===== src/rtl/typeb_enc_pkg.sv =====
// Shared definitions for the Type B response encoder.
// Assumes characters are a start bit, one byte and a stop bit.
package typeb_enc_pkg;

    localparam int BYTE_W    = 8;
    localparam int CHAR_ETUS = BYTE_W + 2;

    // Frame segments in transmission order
    typedef enum logic [2:0] {
        PH_IDLE,
        PH_PRE,
        PH_SOF_LO,
        PH_SOF_HI,
        PH_GAP,
        PH_CHAR,
        PH_EOF_LO,
        PH_EOF_HI
    } enc_phase_e;

endpackage


===== src/rtl/typeb_enc_seq.sv =====
// Segment sequencer: walks the frame through preamble, start mark,
// characters (with guard etus when no byte is held) and end mark.
// Assumes etu_tick_i is a one-cycle strobe and that every segment
// length parameter is at least 1.
module typeb_enc_seq
    import typeb_enc_pkg::*;
#(
    parameter int PRE_ETUS     = 20,
    parameter int MARK_LO_ETUS = 10,
    parameter int MARK_HI_ETUS = 2,
    parameter int LEN_W        = 8
) (
    input  logic             clk,
    input  logic             rst_n,
    input  logic             start_i,
    input  logic [LEN_W-1:0] len_i,
    input  logic             etu_tick_i,
    input  logic             nxt_full_i,
    output enc_phase_e       phase_o,
    output logic             consume_o,
    output logic             done_o
);

    localparam int MAX_A   = (PRE_ETUS > MARK_LO_ETUS) ? PRE_ETUS : MARK_LO_ETUS;
    localparam int MAX_B   = (MAX_A > MARK_HI_ETUS) ? MAX_A : MARK_HI_ETUS;
    localparam int MAX_SEG = (MAX_B > CHAR_ETUS) ? MAX_B : CHAR_ETUS;
    localparam int CNT_W   = $clog2(MAX_SEG + 1);

    enc_phase_e       phase_q, phase_d;
    logic [CNT_W-1:0] etu_cnt_q;
    logic [CNT_W-1:0] seg_last;
    logic [LEN_W-1:0] chars_left_q;
    logic             done_q;
    logic             seg_end;
    logic             at_boundary;
    logic             more_chars;

    // Last etu index of the current segment
    always_comb begin : seg_len_sel
        unique case (phase_q)
            PH_PRE:               seg_last = CNT_W'(PRE_ETUS - 1);
            PH_SOF_LO, PH_EOF_LO: seg_last = CNT_W'(MARK_LO_ETUS - 1);
            PH_SOF_HI, PH_EOF_HI: seg_last = CNT_W'(MARK_HI_ETUS - 1);
            PH_CHAR:              seg_last = CNT_W'(CHAR_ETUS - 1);
            default:              seg_last = '0;
        endcase
    end

    assign seg_end     = etu_tick_i && (phase_q != PH_IDLE) && (etu_cnt_q == seg_last);
    assign at_boundary = seg_end && (phase_q inside {PH_SOF_HI, PH_CHAR, PH_GAP});
    assign more_chars  = (chars_left_q != '0);
    assign consume_o   = at_boundary && more_chars && nxt_full_i;

    // Next segment selection
    always_comb begin : next_phase
        phase_d = phase_q;
        unique case (phase_q)
            PH_IDLE:   if (start_i) phase_d = PH_PRE;
            PH_PRE:    if (seg_end) phase_d = PH_SOF_LO;
            PH_SOF_LO: if (seg_end) phase_d = PH_SOF_HI;
            PH_SOF_HI, PH_CHAR, PH_GAP: begin
                if (seg_end) begin
                    if (!more_chars)     phase_d = PH_EOF_LO;
                    else if (nxt_full_i) phase_d = PH_CHAR;
                    else                 phase_d = PH_GAP;
                end
            end
            PH_EOF_LO: if (seg_end) phase_d = PH_EOF_HI;
            PH_EOF_HI: if (seg_end) phase_d = PH_IDLE;
            default:   phase_d = PH_IDLE;
        endcase
    end

    // Segment state, etu counter, remaining characters and done pulse
    always_ff @(posedge clk) begin : seq_regs
        if (!rst_n) begin
            phase_q      <= PH_IDLE;
            etu_cnt_q    <= '0;
            chars_left_q <= '0;
            done_q       <= 1'b0;
        end else begin
            phase_q <= phase_d;
            done_q  <= seg_end && (phase_q == PH_EOF_HI);
            if (phase_q == PH_IDLE || seg_end) etu_cnt_q <= '0;
            else if (etu_tick_i)               etu_cnt_q <= etu_cnt_q + CNT_W'(1);
            if (phase_q == PH_IDLE && start_i) chars_left_q <= len_i;
            else if (consume_o)                chars_left_q <= chars_left_q - LEN_W'(1);
        end
    end

    assign phase_o = phase_q;
    assign done_o  = done_q;

    // without a tick the frame does not move on
    assert_no_tick_hold_R3: assert property (@(posedge clk) disable iff (!rst_n)
        (phase_q != PH_IDLE && !etu_tick_i) |=> $stable(phase_q));

    // a start strobe inside a frame does not reload the character count
    assert_busy_start_ignored_R2: assert property (@(posedge clk) disable iff (!rst_n)
        (phase_q != PH_IDLE && start_i && !consume_o) |=> $stable(chars_left_q));

    // done only follows the closing high etus
    assert_done_after_mark_R6: assert property (@(posedge clk) disable iff (!rst_n)
        done_o |-> ($past(phase_q) == PH_EOF_HI));

    // done lasts one cycle
    assert_done_single_R6: assert property (@(posedge clk) disable iff (!rst_n)
        done_o |=> !done_o);

endmodule


===== src/rtl/typeb_enc_fetch.sv =====
// One-byte holding register in front of the character shifter.
// Requests bytes while a frame runs and some are still owed, and
// accepts a new byte in the cycle the held one is consumed.
module typeb_enc_fetch
    import typeb_enc_pkg::*;
#(
    parameter int LEN_W = 8
) (
    input  logic              clk,
    input  logic              rst_n,
    input  logic              start_i,
    input  logic [LEN_W-1:0]  len_i,
    input  logic              active_i,
    input  logic              valid_i,
    input  logic [BYTE_W-1:0] data_i,
    input  logic              consume_i,
    output logic              full_o,
    output logic [BYTE_W-1:0] data_o,
    output logic              ready_o
);

    logic [LEN_W-1:0]  owed_q;
    logic              full_q;
    logic [BYTE_W-1:0] hold_q;
    logic              take;

    assign ready_o = active_i && (owed_q != '0) && (!full_q || consume_i);
    assign take    = valid_i && ready_o;

    // Owed count, holding flag and held byte
    always_ff @(posedge clk) begin : hold_regs
        if (!rst_n) begin
            owed_q <= '0;
            full_q <= 1'b0;
            hold_q <= '0;
        end else if (start_i) begin
            owed_q <= len_i;
            full_q <= 1'b0;
        end else begin
            if (take)           owed_q <= owed_q - LEN_W'(1);
            if (take)           full_q <= 1'b1;
            else if (consume_i) full_q <= 1'b0;
            if (take)           hold_q <= data_i;
        end
    end

    assign full_o = full_q;
    assign data_o = hold_q;

    // the sequencer never consumes an empty holding register
    assert_consume_has_byte_R9: assert property (@(posedge clk) disable iff (!rst_n)
        consume_i |-> full_q);

    // a taken byte is held in the next cycle
    assert_take_fills_R9: assert property (@(posedge clk) disable iff (!rst_n)
        take |=> full_q);

    // outside a frame no byte is left over
    assert_idle_empty_R8: assert property (@(posedge clk) disable iff (!rst_n)
        !active_i |-> !full_q);

endmodule


===== src/rtl/typeb_enc_shift.sv =====
// Character shifter: frames a byte with start and stop bits and
// presents it least significant bit first, one bit per shift.
module typeb_enc_shift
    import typeb_enc_pkg::*;
(
    input  logic              clk,
    input  logic              rst_n,
    input  logic              load_i,
    input  logic [BYTE_W-1:0] data_i,
    input  logic              shift_i,
    output logic              bit_o
);

    logic [CHAR_ETUS-1:0] sh_q;

    // Load a framed character or move on to its next bit
    always_ff @(posedge clk) begin : shift_reg
        if (!rst_n)       sh_q <= '1;
        else if (load_i)  sh_q <= {1'b1, data_i, 1'b0};
        else if (shift_i) sh_q <= {1'b1, sh_q[CHAR_ETUS-1:1]};
    end

    assign bit_o = sh_q[0];

    // a new character opens with a low start bit
    assert_start_bit_low_R5: assert property (@(posedge clk) disable iff (!rst_n)
        load_i |=> !bit_o);

    // a new character ends with a high stop bit
    assert_stop_bit_high_R5: assert property (@(posedge clk) disable iff (!rst_n)
        load_i |=> sh_q[CHAR_ETUS-1]);

endmodule


===== src/rtl/typeb_resp_encoder.sv =====
// Type B card response frame encoder top. Joins the sequencer, the
// holding register and the character shifter, and maps the current
// segment to the logical etu value. Assumes CRC bytes are in the payload.
module typeb_resp_encoder
    import typeb_enc_pkg::*;
#(
    parameter int PRE_ETUS     = 20,
    parameter int MARK_LO_ETUS = 10,
    parameter int MARK_HI_ETUS = 2,
    parameter int LEN_W        = 8
) (
    input  logic             clk,
    input  logic             rst_n,
    input  logic             start_i,
    input  logic [LEN_W-1:0] len_i,
    input  logic             byte_valid_i,
    input  logic [7:0]       byte_data_i,
    output logic             byte_ready_o,
    input  logic             etu_tick_i,
    output logic             bit_o,
    output logic             busy_o,
    output logic             done_o
);

    enc_phase_e        phase;
    logic              consume;
    logic              nxt_full;
    logic [BYTE_W-1:0] nxt_data;
    logic              char_bit;
    logic              start_acc;
    logic              active;

    assign active    = (phase != PH_IDLE);
    assign start_acc = start_i && !active;

    typeb_enc_seq #(
        .PRE_ETUS     (PRE_ETUS),
        .MARK_LO_ETUS (MARK_LO_ETUS),
        .MARK_HI_ETUS (MARK_HI_ETUS),
        .LEN_W        (LEN_W)
    ) u_seq (
        .clk        (clk),
        .rst_n      (rst_n),
        .start_i    (start_i),
        .len_i      (len_i),
        .etu_tick_i (etu_tick_i),
        .nxt_full_i (nxt_full),
        .phase_o    (phase),
        .consume_o  (consume),
        .done_o     (done_o)
    );

    typeb_enc_fetch #(
        .LEN_W (LEN_W)
    ) u_fetch (
        .clk       (clk),
        .rst_n     (rst_n),
        .start_i   (start_acc),
        .len_i     (len_i),
        .active_i  (active),
        .valid_i   (byte_valid_i),
        .data_i    (byte_data_i),
        .consume_i (consume),
        .full_o    (nxt_full),
        .data_o    (nxt_data),
        .ready_o   (byte_ready_o)
    );

    typeb_enc_shift u_shift (
        .clk     (clk),
        .rst_n   (rst_n),
        .load_i  (consume),
        .data_i  (nxt_data),
        .shift_i (etu_tick_i && (phase == PH_CHAR)),
        .bit_o   (char_bit)
    );

    // Logical etu value for the current segment
    always_comb begin : line_value
        unique case (phase)
            PH_SOF_LO, PH_EOF_LO: bit_o = 1'b0;
            PH_CHAR:              bit_o = char_bit;
            default:              bit_o = 1'b1;
        endcase
    end

    assign busy_o = active;

endmodule


===== config.mk =====
export PLATFORM = sky130hd
export DESIGN_NAME = typeb_resp_encoder
export DESIGN_NICKNAME = d
export VERILOG_FILES = /design/src/rtl/typeb_enc_pkg.sv /design/src/rtl/typeb_enc_seq.sv /design/src/rtl/typeb_enc_fetch.sv /design/src/rtl/typeb_enc_shift.sv /design/src/rtl/typeb_resp_encoder.sv
export SDC_FILE = /design/constraint.sdc
export NUM_CORES = 1
export LEC_CHECK = 0
export CORE_UTILIZATION = 40
export DETAILED_ROUTE_END_ITERATION = 8
export GPL_TIMING_DRIVEN = 1
export SYNTH_ARGS = -nofsm -noshare
export SYNTH_HDL_FRONTEND = slang
export SYNTH_SLANG_ARGS = --single-unit

===== constraint.sdc =====
create_clock -name clk -period 6.2 [get_ports clk]
set_input_delay 0.62 -clock clk [delete_from_list [all_inputs] [get_ports clk]]
set_output_delay 0.62 -clock clk [all_outputs]
set_load 0.05 [all_outputs]

* Yosys cells after proc, flatten, opt, wreduce, memory -nomap -nowiden
Index checks and enable logic that the tools add are counted.
** Storage, ports and cells
- Bits in registers :: 43
- Word-level logic and storage cells :: 79
- Input port bits :: 21
- Output and inout bits :: 4
** Operators by class
- Mux-type cells :: 19
- Add/sub/neg operators :: 3
- Reduce and logical (&&, ||, !) cells :: 33
- Equal/unequal tests :: 14
- Bitwise logic cells :: 2
** Operator list (count)
- two-way mux 8 bit :: 4
- two-way mux 3 bit :: 7
- two-way mux 9 bit :: 2
- one-hot mux 3 bit (6 select lines) :: 1
- nonzero test 8 bit :: 2
- subtractor 8 x 1 -> 8 bit (second input constant) :: 2
- one-hot mux 5 bit (3 select lines) :: 1
- equality test 3 bit (second input constant) :: 4
- logical AND 1 bit :: 12
- != test 2 x 1 -> 1 bit (second input constant) :: 5
- nonzero test 2 bit :: 4
- OR reduction 2 bit :: 4
- equality test 3 x 2 -> 1 bit (second input constant) :: 2
- AND reduction 6 bit :: 1
- nonzero test 3 bit :: 2
- OR reduction 3 bit :: 2
- adder 5 x 1 -> 5 bit (second input constant) :: 1
- equality test 5 bit :: 1
- equality test 3 x 1 -> 1 bit (second input constant) :: 1
- logical NOT 3 bit :: 1
- two-way mux 1 bit :: 3
- logical NOT 1 bit :: 2
- logical OR 1 bit :: 2
- != test 2 bit (second input constant) :: 1
- 3 further kinds :: 4

* Logic depth before layout (Yosys ltp)
- Depth after elaboration :: 13
- Depth in mapped cells :: 9
- Depth with buffers taken out :: 8

* Modules after synthesis
From an unflattened synthesis, not the netlist that was laid out.
** Unflattened totals
- Cell total of the unflattened synthesis :: 293
- Area total of the unflattened synthesis :: 2519.9 µm²
** Modules (own cells, without submodules)
- typeb_enc_seq :: cells an instance 137, area an instance 1138.6 µm², seq. area each 340.3 µm², times used 1
- typeb_enc_fetch :: cells an instance 110, area an instance 908.4 µm², seq. area each 340.3 µm², times used 1
- typeb_enc_shift :: cells an instance 39, area an instance 424.2 µm², seq. area each 180.2 µm², times used 1
- typeb_resp_encoder :: cells an instance 7, area an instance 48.8 µm², seq. area each 0.0 µm², times used 1

* Least setup slack after synthesis
No wires, ideal clock.
- Kind :: input to output
- From :: input etu_tick_i
- To :: output byte_ready_o
- Arrival :: 2.405 ns
- Required time :: 5.580 ns
- Path buffers :: 2
- Path slack :: 3.175 ns
- Cell stages on the path :: 7
- Cells stage by stage :: clkbuf_1 > inv_1 > a211o_1 > o21bai_4 > o21ai_1 > clkbuf_1 > and2_1
** Between the ends
- Word-level cells in the longest chain between the ends :: 7
** RTL lines
- from (decl) :: line typeb_resp_encoder.sv:19 : input logic etu_tick_i,
- logical AND 1 bit (2 in a row) :: line typeb_enc_seq.sv:49 : assign seg_end = etu_tick_i && (phase_q != PH_IDLE) && (etu_cnt_q == seg_last);
- logical AND 1 bit :: line typeb_enc_seq.sv:50 : assign at_boundary = seg_end && (phase_q inside {PH_SOF_HI, PH_CHAR, PH_GAP});
- logical AND 1 bit (2 in a row) :: line typeb_enc_seq.sv:52 : assign consume_o = at_boundary && more_chars && nxt_full_i;
- logical OR 1 bit :: line typeb_enc_fetch.sv:27 : assign ready_o = active_i && (owed_q != '0) && (!full_q || consume_i);
- logical AND 1 bit :: line typeb_enc_fetch.sv:27
- to (decl) :: line typeb_resp_encoder.sv:18 : output logic byte_ready_o,
No other way between the ends.

* Worst setup path in the final report
- From :: register u_seq.phase_q[2] (netlist: u_seq.phase_o[2])
- To :: output byte_ready_o
** Between the ends
- Word-level cells in the longest chain between the ends :: 10
- Elaborated cells between the ends (all ways) :: 21
- Classes of those cells :: eq/ne: 8; mux: 1; reduce/logical: 12
** RTL lines
- from (decl) :: line typeb_enc_seq.sv:29 : enc_phase_e phase_q, phase_d;
- from (signal assigned) :: line typeb_enc_seq.sv:82 : phase_q <= phase_d;
- equality test 3 bit (tied with other cells) :: line typeb_enc_seq.sv:40, typeb_enc_seq.sv:50
- OR reduction 3 bit (no line) or OR reduction 2 bit (tied branches)
- one-hot mux 5 bit (3 select lines) :: line typeb_enc_seq.sv:40 : unique case (phase_q)
- equality test 5 bit :: line typeb_enc_seq.sv:49
- logical AND 1 bit :: line typeb_enc_seq.sv:49
- logical AND 1 bit :: line typeb_enc_seq.sv:50
- logical AND 1 bit (2 in a row) :: line typeb_enc_seq.sv:52
- logical OR 1 bit :: line typeb_enc_fetch.sv:27
- logical AND 1 bit (*) :: line typeb_enc_fetch.sv:27
Mark *: on every way between the ends. The rest lies on a longest branch, timed or not.

==> key figures <==
Hold path
  • Hold Path Class: reg -> reg
  • Worst hold stages: 2
  • Hold path endpoint: u_fetch.data_o[0]$_SDFFE_PN0P_
  • Worst Hold Launch: u_fetch.data_o[0]$_SDFFE_PN0P_

Power
  • Total Power: 0.000660 W
  • Pleak: ~1 nW
  • Max rail drop VDD: between 100 and 150 uV
  • Power per Cell Area: 250 nW/um2

Critical path
  • Worst Reg2Reg Path Length in Cells: 6
  • Critical Path Start Type: flop
  • Reg2Reg Launch Point: u_seq.phase_o[2]$_SDFFE_PN0P_
  • CP max stage cell: clkdlybuf4s50_1
  • Critical path arrival: ~3100 ps
  • Setup crit end kind: output port
  • FF-to-FF End: u_fetch.owed_q[4]$_SDFFE_PN0P_
  • Kind of critical path: reg -> out
  • Critical Path Max Stage Delay: 790 ps
  • Top Family by Delay on Critical Path: buffers and inverters
  • Bufs and invs on worst path: 2
  • Crit path cell chain: or4b_1 -> a211o_1 -> o21bai_4 -> o21ai_1 -> buf_4 -> and2_1 -> clkdlybuf4s50_1
  • Crit-path max FO: 15
  • Worst R2R Setup Slack: 3460 ps
  • Worst Path Required: around 5600 ps

Clocking
  • Clock Sinks: 43
  • Clock buffer count from CTS: 5
  • Post-CTS setup buffers: 0
  • Reg clk slew, reported paths: around 80 ps
  • Cts repair resizes: 0
  • Clock Latency Late Sink: 310 ps
  • Clock Root Buffer: clkbuf_8
  • Deepest clock path buffer count: 2
  • H-tree depth: 2
  • CTS Hold Bufs: 0
  • CTS tree: done

Floorplanning
  • Io pins: 25
  • Starting Density: 42.7%
  • Core area: 5240 um2
  • Die ar.: 5900 um2
  • Row Count: 26
  • Die height: 76.8 um
  • Chip Width: roughly 77 um

Logic synthesis
  • Syn Std Cell Area: roughly 2200 um2
  • Post-synth EDFFs: 0
  • Top cell type by total area after synthesis: dfxtp_1
  • Main synth FF type: dfxtp_1
  • Area share of the largest cell type after synthesis: 38.5%
  • Syn avg cell area: just over 8 um2
  • Top area cells in the synthesized netlist: dfxtp_1 (38%), nand2_1 (6.0%), o21ai_0 (5.8%)
  • Asr flop ratio synth: 0%
  • Mapped Nets: 301
  • Ys Warns: 0
  • Sequential fraction of the synthesis area: about two fifths
  • Yosys reg bits: between 40 and 50
  • Distinct cells, synth: 50
  • Post-Syn Instances: 276

Place
  • Buffers on Ports: 24
  • Placed insts: between 300 and 400
  • Placer Congestion: approximately 0.8
  • Dpl ws: roughly 2500 ps
  • Detailed Place HPWL: 3450 um

Layout
  • Cell Count, Final, Fillers Out: 363
  • Synthesis-to-layout area growth: 18.2%
  • Most common cell after layout, fill and taps aside: dfxtp_1
  • Layout cells sized above 1: 5.12%
  • Layout Nets: ~320
  • Most frequent cells in the layout: dfxtp_1 (43), nand2_1 (36), o21ai_0 (26)
  • # diodes: 0

Route
  • Vias per cell: 5.44
  • Vias: 1976
  • DRC: 0
  • DR iter-0 viols: 83
  • ANT nets after route: 0
  • DRT Pass-1 Iters: 4
  • WL/cell: between 10 and 15 um
  • Total Wirelength: approximately 5100 um

STA
  • Final WS setup: between 2000 and 2500 ps
  • Hold Fails Final Rpt: 0
  • Final setup violation count: 0
  • Final worst path period share: about 60%
  • Worst Skew: ~12 ps
  • Final min period: around 3700 ps
  • Max Freq: roughly 270 MHz
  • Slew Limit Fails: 0
  • Slew headroom: between 40% and 50%
  • Unrepaired setup endpoints after global routing: false
  • Worst-Margin Slew: roughly 800 ps
  • Fin Setup TNS: 0 ps

Global routing
  • First-pass GRT wire length: between 8000 and 9000 um
  • Vias in the first global route: around 1800
  • Largest net degree at the start of global routing: 26
  • Total GRT Usage: a little under a fifth
  • Antenna violations before repair: 0
  • Grt total ovfl: 0

Status
  • Status: finished, final reports clean

Run
  • Max-Cap Viols: 0
-- logic make-up (layout without fill, tap and decap cells) --
logic type,count (synthesis),count (layout),share of synthesized area [%]
and+or+nand+nor,103,103,23.9
AOI/OAI and AO/OA,77,77,21.7
DFF,43,43,38.5
buffers and inverters,29,46,5.20
xor gates and xnor gates,10,10,3.92
muxes,10,10,4.53
adders and majority gates,4,4,2.24
-- Yosys cell counts, drive strengths merged (2+ instances only) --
library cell,count
dfxtp,43
nand2,36
o21ai,27
clkbuf,17
a21oi,16
nor2,13
nand3,11
inv,10
a31oi,9
mux2i,9
xnor2,7
nor3,6
or4,6
nor2b,5
o31ai,5
a211oi,4
and2,4
ha,4
nand3b,3
nor4,3
o211ai,3
xor2,3
and3b,2
and4,2
nand4,2
o31a,2
or2,2
-- layout make-up --
| cell class | instances | area, um2 |
|---|---|---|
| Timing Repair Buffer | 27 | 263 |
| Inverter | 11 | 41.3 |
| Sequential cell | 43 | 861 |
| Fill cell | 526 | 2590 |
| Multi-Input combinational cell | 204 | 1260 |
| Clock buffer | 6 | 72.6 |
| Clock inverter | 2 | 60.1 |
| Tap cell | 70 | 87.6 |
-- where the power goes --
group / internal [W] / switching, W / total, W
registers: 0.000289 / 0.0000115 / 0.000300
clock network: 0.000161 / 0.000101 / 0.000262
logic: 0.0000424 / 0.0000547 / 0.0000971
total: 0.000492 / 0.000168 / 0.000660
-- worst max path at each step --
stage	endpoint	depth (start not counted)	slack [ps]	startpoint
after floorplan	byte_ready_o	7	3180	etu_tick_i
after global placement	byte_ready_o	8	2510	etu_tick_i
after detailed placement	byte_ready_o	8	2500	etu_tick_i
after CTS	byte_ready_o	7	2450	u_seq.phase_o[2]$_SDFFE_PN0P_
after global routing	byte_ready_o	7	2320	u_seq.phase_o[2]$_SDFFE_PN0P_
final	byte_ready_o	7	2470	u_seq.phase_o[2]$_SDFFE_PN0P_
-- state kept, by name (all words and copies together), names as in the netlist --
| signal | cells |
|---|---|
| u_seq.phase_o | 3 |
| u_seq.chars_left_q | 8 |
| u_seq.etu_cnt_q | 5 |
| u_fetch.full_o | 1 |
| u_seq.done_o | 1 |
| u_fetch.data_o | 8 |
| u_fetch.owed_q | 8 |
| u_shift.sh_q | 9 |
-- worst reg2reg max path, stage by stage (launching register included) --
cell and delay [ps]:
dfxtp_1 560, or4b_1 500, a211o_1 290, o21bai_4 190, o21a_1 390, or4_1 590
a31oi_1 170
-- layer usage --
layer	track usage (%)	vias to the layer above	part of all wire, %
met5	0	-	0
met4	6.35	0	1.6
met3	5.12	9	3.6
met2	29.0	33	44
met1	23.3	905	51
li1	-	1029	-
-- metrics by stage --
step                      util (%)  cell area (um2)  hold WS [ps]
final                         50.5             2650           476
after global routing          50.5             2650           496
after CTS                     50.5             2650           476
after detailed placement      48.0             2510           465
after global placement        48.0             2510           462
after floorplan                  -             2240           451
Power figures use the tool's default switching activity.
